**src/rtl/adc_rdo_pkg.sv**
```systemverilog
package adc_rdo_pkg;

  typedef enum logic [1:0] {
    PH_CONVERT = 2'd0,
    PH_SLEEP   = 2'd1,
    PH_OUTPUT  = 2'd2
  } phase_e;

  // True when a falling edge at bit index idx finishes a word of width w.
  function automatic logic is_final_fall(input int unsigned idx, input int unsigned w);
    return idx == w - 1;
  endfunction

endpackage

```
**src/rtl/rdo_sync_edge.sv**
```systemverilog
module rdo_sync_edge #(
  parameter int unsigned STAGES    = 2,
  parameter logic        RESET_VAL = 1'b0
) (
  input  logic clk,
  input  logic rst_n,
  input  logic async_in,
  output logic level,
  output logic rise,
  output logic fall
);
  logic [STAGES-1:0] chain_q;
  logic              prev_q;

  always_ff @(posedge clk or negedge rst_n) begin
    if (!rst_n) chain_q[0] <= RESET_VAL;
    else        chain_q[0] <= async_in;
  end

  generate
    for (genvar g = 1; g < STAGES; g++) begin : g_stage
      always_ff @(posedge clk or negedge rst_n) begin
        if (!rst_n) chain_q[g] <= RESET_VAL;
        else        chain_q[g] <= chain_q[g-1];
      end
    end
  endgenerate

  always_ff @(posedge clk or negedge rst_n) begin
    if (!rst_n) prev_q <= RESET_VAL;
    else        prev_q <= chain_q[STAGES-1];
  end

  assign level = chain_q[STAGES-1];
  assign rise  = chain_q[STAGES-1] & ~prev_q;
  assign fall  = ~chain_q[STAGES-1] & prev_q;
endmodule

```
**src/rtl/rdo_shifter.sv**
```systemverilog
module rdo_shifter #(
  parameter int unsigned WIDTH = 24
) (
  input  logic             clk,
  input  logic             rst_n,
  input  logic             load,
  input  logic [WIDTH-1:0] load_val,
  input  logic             shift,
  output logic [WIDTH-1:0] data_q,
  output logic             msb
);
  always_ff @(posedge clk or negedge rst_n) begin
    if (!rst_n)     data_q <= '0;
    else if (load)  data_q <= load_val;
    else if (shift) data_q <= {data_q[WIDTH-2:0], 1'b0};
  end

  assign msb = data_q[WIDTH-1];
endmodule

```
**src/rtl/rdo_phase_fsm.sv**
```systemverilog
module rdo_phase_fsm
  import adc_rdo_pkg::*;
#(
  parameter int unsigned WIDTH = 24
) (
  input  logic   clk,
  input  logic   rst_n,
  input  logic   conv_done,
  input  logic   cs_lvl,
  input  logic   sclk_rise,
  input  logic   sclk_fall,
  output phase_e phase,
  output logic   load,
  output logic   shift,
  output logic   conv_start
);
  localparam int unsigned CNT_W = $clog2(WIDTH + 1);

  logic             seen_rise_q;
  logic [CNT_W-1:0] fall_cnt_q;
  logic             kick_q;

  assign load  = (phase == PH_CONVERT) && conv_done;
  assign shift = (phase == PH_OUTPUT) && !cs_lvl && sclk_fall && seen_rise_q;

  always_ff @(posedge clk or negedge rst_n) begin
    if (!rst_n) begin
      phase       <= PH_CONVERT;
      seen_rise_q <= 1'b0;
      fall_cnt_q  <= '0;
      kick_q      <= 1'b1;
      conv_start  <= 1'b0;
    end else begin
      conv_start <= kick_q;
      kick_q     <= 1'b0;
      case (phase)
        PH_CONVERT: if (conv_done) phase <= PH_SLEEP;
        PH_SLEEP: if (!cs_lvl) begin
          phase       <= PH_OUTPUT;
          seen_rise_q <= 1'b0;
          fall_cnt_q  <= '0;
        end
        PH_OUTPUT: begin
          if (cs_lvl) begin
            if (seen_rise_q) begin
              phase      <= PH_CONVERT;
              conv_start <= 1'b1;
            end else begin
              phase <= PH_SLEEP;
            end
          end else begin
            if (sclk_rise) seen_rise_q <= 1'b1;
            if (shift) begin
              fall_cnt_q <= fall_cnt_q + 1'b1;
              if (is_final_fall(int'(fall_cnt_q), WIDTH)) begin
                phase      <= PH_CONVERT;
                conv_start <= 1'b1;
              end
            end
          end
        end
        default: phase <= PH_CONVERT;
      endcase
    end
  end
endmodule

```
**src/rtl/adc_readout_seq.sv**
```systemverilog
module adc_readout_seq
  import adc_rdo_pkg::*;
#(
  parameter int unsigned RESULT_W    = 24,
  parameter int unsigned SYNC_STAGES = 2
) (
  input  logic                clk,
  input  logic                rst_n,
  input  logic                cs_n,
  input  logic                sclk,
  input  logic                conv_done,
  input  logic [RESULT_W-1:0] conv_result,
  output logic                sdo,
  output logic                conv_start,
  output logic [1:0]          phase_o
);
  logic                cs_lvl, cs_rise, cs_fall;
  logic                sclk_lvl, sclk_rise, sclk_fall;
  logic                load, shift, msb;
  logic [RESULT_W-1:0] shreg_q;
  phase_e              phase;

  rdo_sync_edge #(.STAGES(SYNC_STAGES), .RESET_VAL(1'b1)) u_cs_sync (
    .clk(clk), .rst_n(rst_n), .async_in(cs_n),
    .level(cs_lvl), .rise(cs_rise), .fall(cs_fall)
  );

  rdo_sync_edge #(.STAGES(SYNC_STAGES), .RESET_VAL(1'b0)) u_sclk_sync (
    .clk(clk), .rst_n(rst_n), .async_in(sclk),
    .level(sclk_lvl), .rise(sclk_rise), .fall(sclk_fall)
  );

  rdo_phase_fsm #(.WIDTH(RESULT_W)) u_fsm (
    .clk(clk), .rst_n(rst_n), .conv_done(conv_done), .cs_lvl(cs_lvl),
    .sclk_rise(sclk_rise), .sclk_fall(sclk_fall), .phase(phase),
    .load(load), .shift(shift), .conv_start(conv_start)
  );

  rdo_shifter #(.WIDTH(RESULT_W)) u_shreg (
    .clk(clk), .rst_n(rst_n), .load(load), .load_val(conv_result),
    .shift(shift), .data_q(shreg_q), .msb(msb)
  );

  // Edge and level views not used by the sequencing itself.
  logic unused_sync;
  assign unused_sync = cs_rise ^ cs_fall ^ sclk_lvl;

  assign sdo     = (phase == PH_OUTPUT) ? msb : 1'b1;
  assign phase_o = phase;
endmodule

```
**config.mk**
```make
export PLATFORM = sky130hd
export DESIGN_NAME = adc_readout_seq
export DESIGN_NICKNAME = d
export VERILOG_FILES = /design/src/rtl/adc_rdo_pkg.sv /design/src/rtl/rdo_sync_edge.sv /design/src/rtl/rdo_shifter.sv /design/src/rtl/rdo_phase_fsm.sv /design/src/rtl/adc_readout_seq.sv
export SDC_FILE = /design/constraint.sdc
export NUM_CORES = 1
export LEC_CHECK = 0
export BUFFER_PORTS_ARGS = -buffer_cell sky130_fd_sc_hd__buf_4
export CAP_MARGIN = 0
export CELL_PAD_IN_SITES_DETAIL_PLACEMENT = 0
export CELL_PAD_IN_SITES_GLOBAL_PLACEMENT = 1
export CORE_MARGIN = 1
export CORE_UTILIZATION = 45
export CTS_BUF_LIST = sky130_fd_sc_hd__clkbuf_8
export DETAILED_ROUTE_END_ITERATION = 12
export PLACE_DENSITY = 0.81
export SETUP_SLACK_MARGIN = 0.4
export SLEW_MARGIN = 20
export SYNTH_ARGS = -nofsm -noshare
export SYNTH_HDL_FRONTEND = slang
export SYNTH_HIERARCHICAL = 1
export SYNTH_SLANG_ARGS = --single-unit
export TNS_END_PERCENT = 50
```
**constraint.sdc**
```tcl
create_clock -name clk -period 2.36 [get_ports clk]
set_input_delay 0.354 -clock clk [delete_from_list [all_inputs] [get_ports clk]]
set_output_delay 0.354 -clock clk [all_outputs]
set_load 0.1 [all_outputs]
```
# == Word level (Yosys, flattened, before mapping) ==
# Cells that the tools add are included.
# totals
register_bits,39
out_inout_bits,4
# classes
add_sub_neg,1
eq_ne,10
mux,23
bitwise_logic,4
reduce_logical,11
# ops
op,count
24-bit two-way mux,2
5-bit two-way mux,3
4-bit AND reduction,3
1-bit two-way mux,10
2-bit two-way mux,5
"2-bit inequality test, second input constant",5
5-bit case mux with 2 select lines,1
2-bit case mux with 3 select lines,1
"5-bit by 1-bit adder with 5-bit output, second input constant",1
"5-bit equality test, second input constant",1
1-bit logical AND,4
2-bit nonzero test,2
"3-bit by 1-bit inequality test with 1-bit output, second input constant",1
"3-bit by 2-bit inequality test with 1-bit output, second input constant",1
1-bit bitwise AND,2
"2-bit by 1-bit equality test with 1-bit output, second input constant",1
"2-bit equality test, second input constant",1
2-bit logical NOT,1
1-bit inverter,2
1-bit case mux with 2 select lines,1
1-bit logical NOT,1

# == Logic depth before layout (Yosys ltp) ==
# depth
word_depth,7
mapped_depth,7

# == By module ==
# The synthesis kept the hierarchy.
# modules_own_cells
mod,instances,cells_per_inst,area_each_um2,seq_area_each_um2
rdo_shifter,1,105,1132.3,600.6
rdo_phase_fsm,1,63,618.1,251.5
rdo_sync_edge (u_cs_sync),1,5,93.8,78.8
rdo_sync_edge (u_sclk_sync),1,5,90.1,75.1
adc_readout_seq,1,1,8.8,0.0

# == Worst setup path after synthesis ==
# Ideal clock, no wire load.
# synth_timing
path_kind,register to register
startpoint,register u_fsm.phase[0]
endpoint,register u_shreg.data_q[10]
setup_time_ns,0.132
arrival_ns,1.983
required_time_ns,2.228
slack_ns,0.245
path_stages_with_launch,8
cell_sequence,dfrtp_1 buf_6 and4bb_1 and2_1 buf_6 buf_12 mux2i_1 o21ai_1
# synth_via
elab_chain_cells,5
# synth_lines
item,line_no,rtl
"start, declared",rdo_phase_fsm.sv:12,"output phase_e phase,"
"start signal, assigned",rdo_phase_fsm.sv:28,phase <= PH_CONVERT;
"start signal, assigned",rdo_phase_fsm.sv:37,PH_CONVERT: if (conv_done) phase <= PH_SLEEP;
"start signal, assigned",rdo_phase_fsm.sv:39,phase <= PH_OUTPUT;
2-bit equality test,rdo_phase_fsm.sv:24,assign shift = (phase == PH_OUTPUT) && !cs_lvl && sclk_fall && seen_rise_q;
1-bit logical AND (3 in series),rdo_phase_fsm.sv:24,
named net shift,adc_readout_seq.sv:19,"logic load, shift, msb;"
2-bit nonzero test (no line),-,
"end signal, assigned",rdo_shifter.sv:14,else if (load) data_q <= load_val;
"end signal, assigned",rdo_shifter.sv:15,"else if (shift) data_q <= {data_q[WIDTH-2:0], 1'b0};"
"end, declared",rdo_shifter.sv:9,"output logic [WIDTH-1:0] data_q,"
# The timed path passes the listed nets, and every way through them passes these cells.
# A chain may end at the register's enable or synchronous reset.

# == Final worst setup path ==
# layout_timing
startpoint,register u_fsm.phase[0]
endpoint,output port sdo
# layout_via
elab_chain_cells,2
# layout_lines
item,line_no,rtl
2-bit equality test,adc_readout_seq.sv:48,assign sdo = (phase == PH_OUTPUT) ? msb : 1'b1;
1-bit two-way mux,adc_readout_seq.sv:48,
"end, declared",adc_readout_seq.sv:13,"output logic sdo,"
# Every way passes these cells.

==> reports/results.txt <==
Floorplan row count - 23
Mapped Avg Cell Area - 10.82 sq um
Worst R2R Path Depth - 6
Cell Area, Placed - 0.002103 sq mm
I/O pin cnt - 33
Max-slew violations - 0
CTS tree - built
Cell Area, Synth - 0.001894 sq mm
Arrival time worst endpoint - 1540 ps
TritonCTS buffer count - 5
Syn. warnings - 6
Final period util - 80.16%
Hold Buf Count CTS - 0
Post-route insts no fill - 255
Final core occ - 55.43%
Clk_skew - 4.311 ps
Routability-driven placement congestion ratio - 0.8409
Setup ws final - 468.2 ps
1st-iter DRT viols - 65
Total GRT Usage - 17.45%
PwrDens - 1089 mW/mm^2
Final wirelength - 3401 microns
I/O Buffers - 32
DRC Markers - 0
R2R Path Start - u_sclk_sync/level
Final nets - 234
Startpoint Class - flip-flop
Leakage power - 0.9422 nW
1st-pass router iterations - 4
Dpl hpwl - 2272 microns
Post-route ant nets - 0
Critical path peak fanout - 19
Routed vias/inst - 5.396
Synthesized instance count - 175
Final worst path period need - 1892 ps
Post-route setup TNS - 0 ps
Die W - 66.88 microns
Clk buf depth - 2
Share of layout cells above drive strength 1 - 25.37%
DIE AREA - 0.004473 sq mm
Core Box Area - 0.004029 sq mm
Largest net degree at the start of global routing - 49
Worst-path clk slew - 70 ps
N_diodes - 0
Initial antenna violation count - 0
Placed cells - 247
Peak supply drop - 0.0005019 V
Critical Path Sink Type - primary output
CTS sink cnt - 39
Syn Nets - 205
Total gr overflow - 0
Final Setup Violations - 0
Clk_lat worst skew - 280 ps
Max-cap viol count - 0
Via Count - 1,376
Vias in the first global route - 1,350
Initial core utilization - 47.02%
Clk root buf - clkbuf_8
Cell area after layout - 0.002233 sq mm
Area growth from synthesis to layout - 17.90%
First-pass GRT wire length - 5858 microns
Status - completed
R2r endpoint - u_shreg/data_q[1]
RSZ-0062 raised after global routing - false
WP data required - 2010 ps
Peak Freq - 0.5286 GHz
Critical path class - flip-flop to primary output
Max H-tree Level - 2
DIE HEIGHT - 66.88 microns
Final hold vios - 0
DR WL/cell - 13.34 microns
HP Class - primary input to asynchronous set/reset pin
R2R setup slack - 560 ps
Worst slack, placed - 452.5 ps
Filler cells - 367
==> power breakdown <==
| part | leakage (nW) | internal, mW | switching [mW] |
|---|---|---|---|
| logic | 0.403 | 0.294 | 0.487 |
| clock network | 0.0612 | 0.342 | 0.224 |
| registers | 0.478 | 0.910 | 0.174 |
==> metal layers <==
| layer | part of all wire (%) | global-route usage [%] |
|---|---|---|
| met5 | 0 | 0 |
| met4 | 0.62 | 5.585 |
| met3 | 5.4 | 4.452 |
| met2 | 49 | 29.55 |
| met1 | 45 | 21.53 |
==> worst max-delay path by stage <==
| stage | from | to | slack, ps | cells after the start |
|---|---|---|---|---|
| after floorplan | u_fsm/phase[0] | u_shreg/data_q[10] | 480 | 7 |
| after global placement | u_sclk_sync/level | u_shreg/data_q[1] | 540 | 6 |
| after detailed placement | u_sclk_sync/level | u_shreg/data_q[1] | 450 | 6 |
| after CTS | u_sclk_sync/level | u_shreg/data_q[1] | 430 | 6 |
| after global routing | u_sclk_sync/level | u_shreg/data_q[1] | 420 | 6 |
| final | u_fsm/phase[0] | sdo | 470 | 3 |
==> layout by cell type (no fill, tap or decap), drive strengths merged, types with 3 or more instances in the layout <==
master	instances
a21oi	4
buf	35
clkbuf	6
dfrtp	36
dfstp	3
inv	3
mux2i	24
nand2	27
o21ai	29
o31ai	3
==> what timing repair did <==
action,CTS,global route
resized for setup,0,3
buffers inserted,0,0
setup endpoints to repair,0,23
==> per-stage QoR <==
stage	hold WS, ps	power, mW
floorplan	58.41	1.716
global placement	332.3	1.835
detailed placement	335.8	1.879
CTS	42.48	2.452
global route	62.56	2.609
finish	24.95	2.431
==> registers in the layout, indices dropped and copies added, names as in the netlist <==
signal               count
u_sclk_sync/chain_q      1
u_fsm/fall_cnt_q         5
u_sclk_sync/level        1
u_fsm/kick_q             1
u_fsm/seen_rise_q        1
u_shreg/data_q          24
u_sclk_sync/prev_q       1
u_fsm/conv_start         1
u_cs_sync/chain_q        1
u_cs_sync/level          1
u_fsm/phase              2
==> layout make-up <==
class                      count  area, sq um  share of cell area, %
timing repair buffer          35        275.3                  12.32
clock inverter                 2        35.03                  1.569
inverter                       3        11.26                 0.5042
tap                           50        62.56                  2.801
multi-input combinational    120        784.5                  35.13
sequential                    39        982.2                  43.98
clock buffer                   6        82.58                  3.697
==> critical path, stage by stage, from the launching register on <==
cell and delay [ps]:
dfrtp_2 420, buf_4 200, or3b_1 390, buf_4 240
No activity file was read; power rests on OpenSTA's default activity.
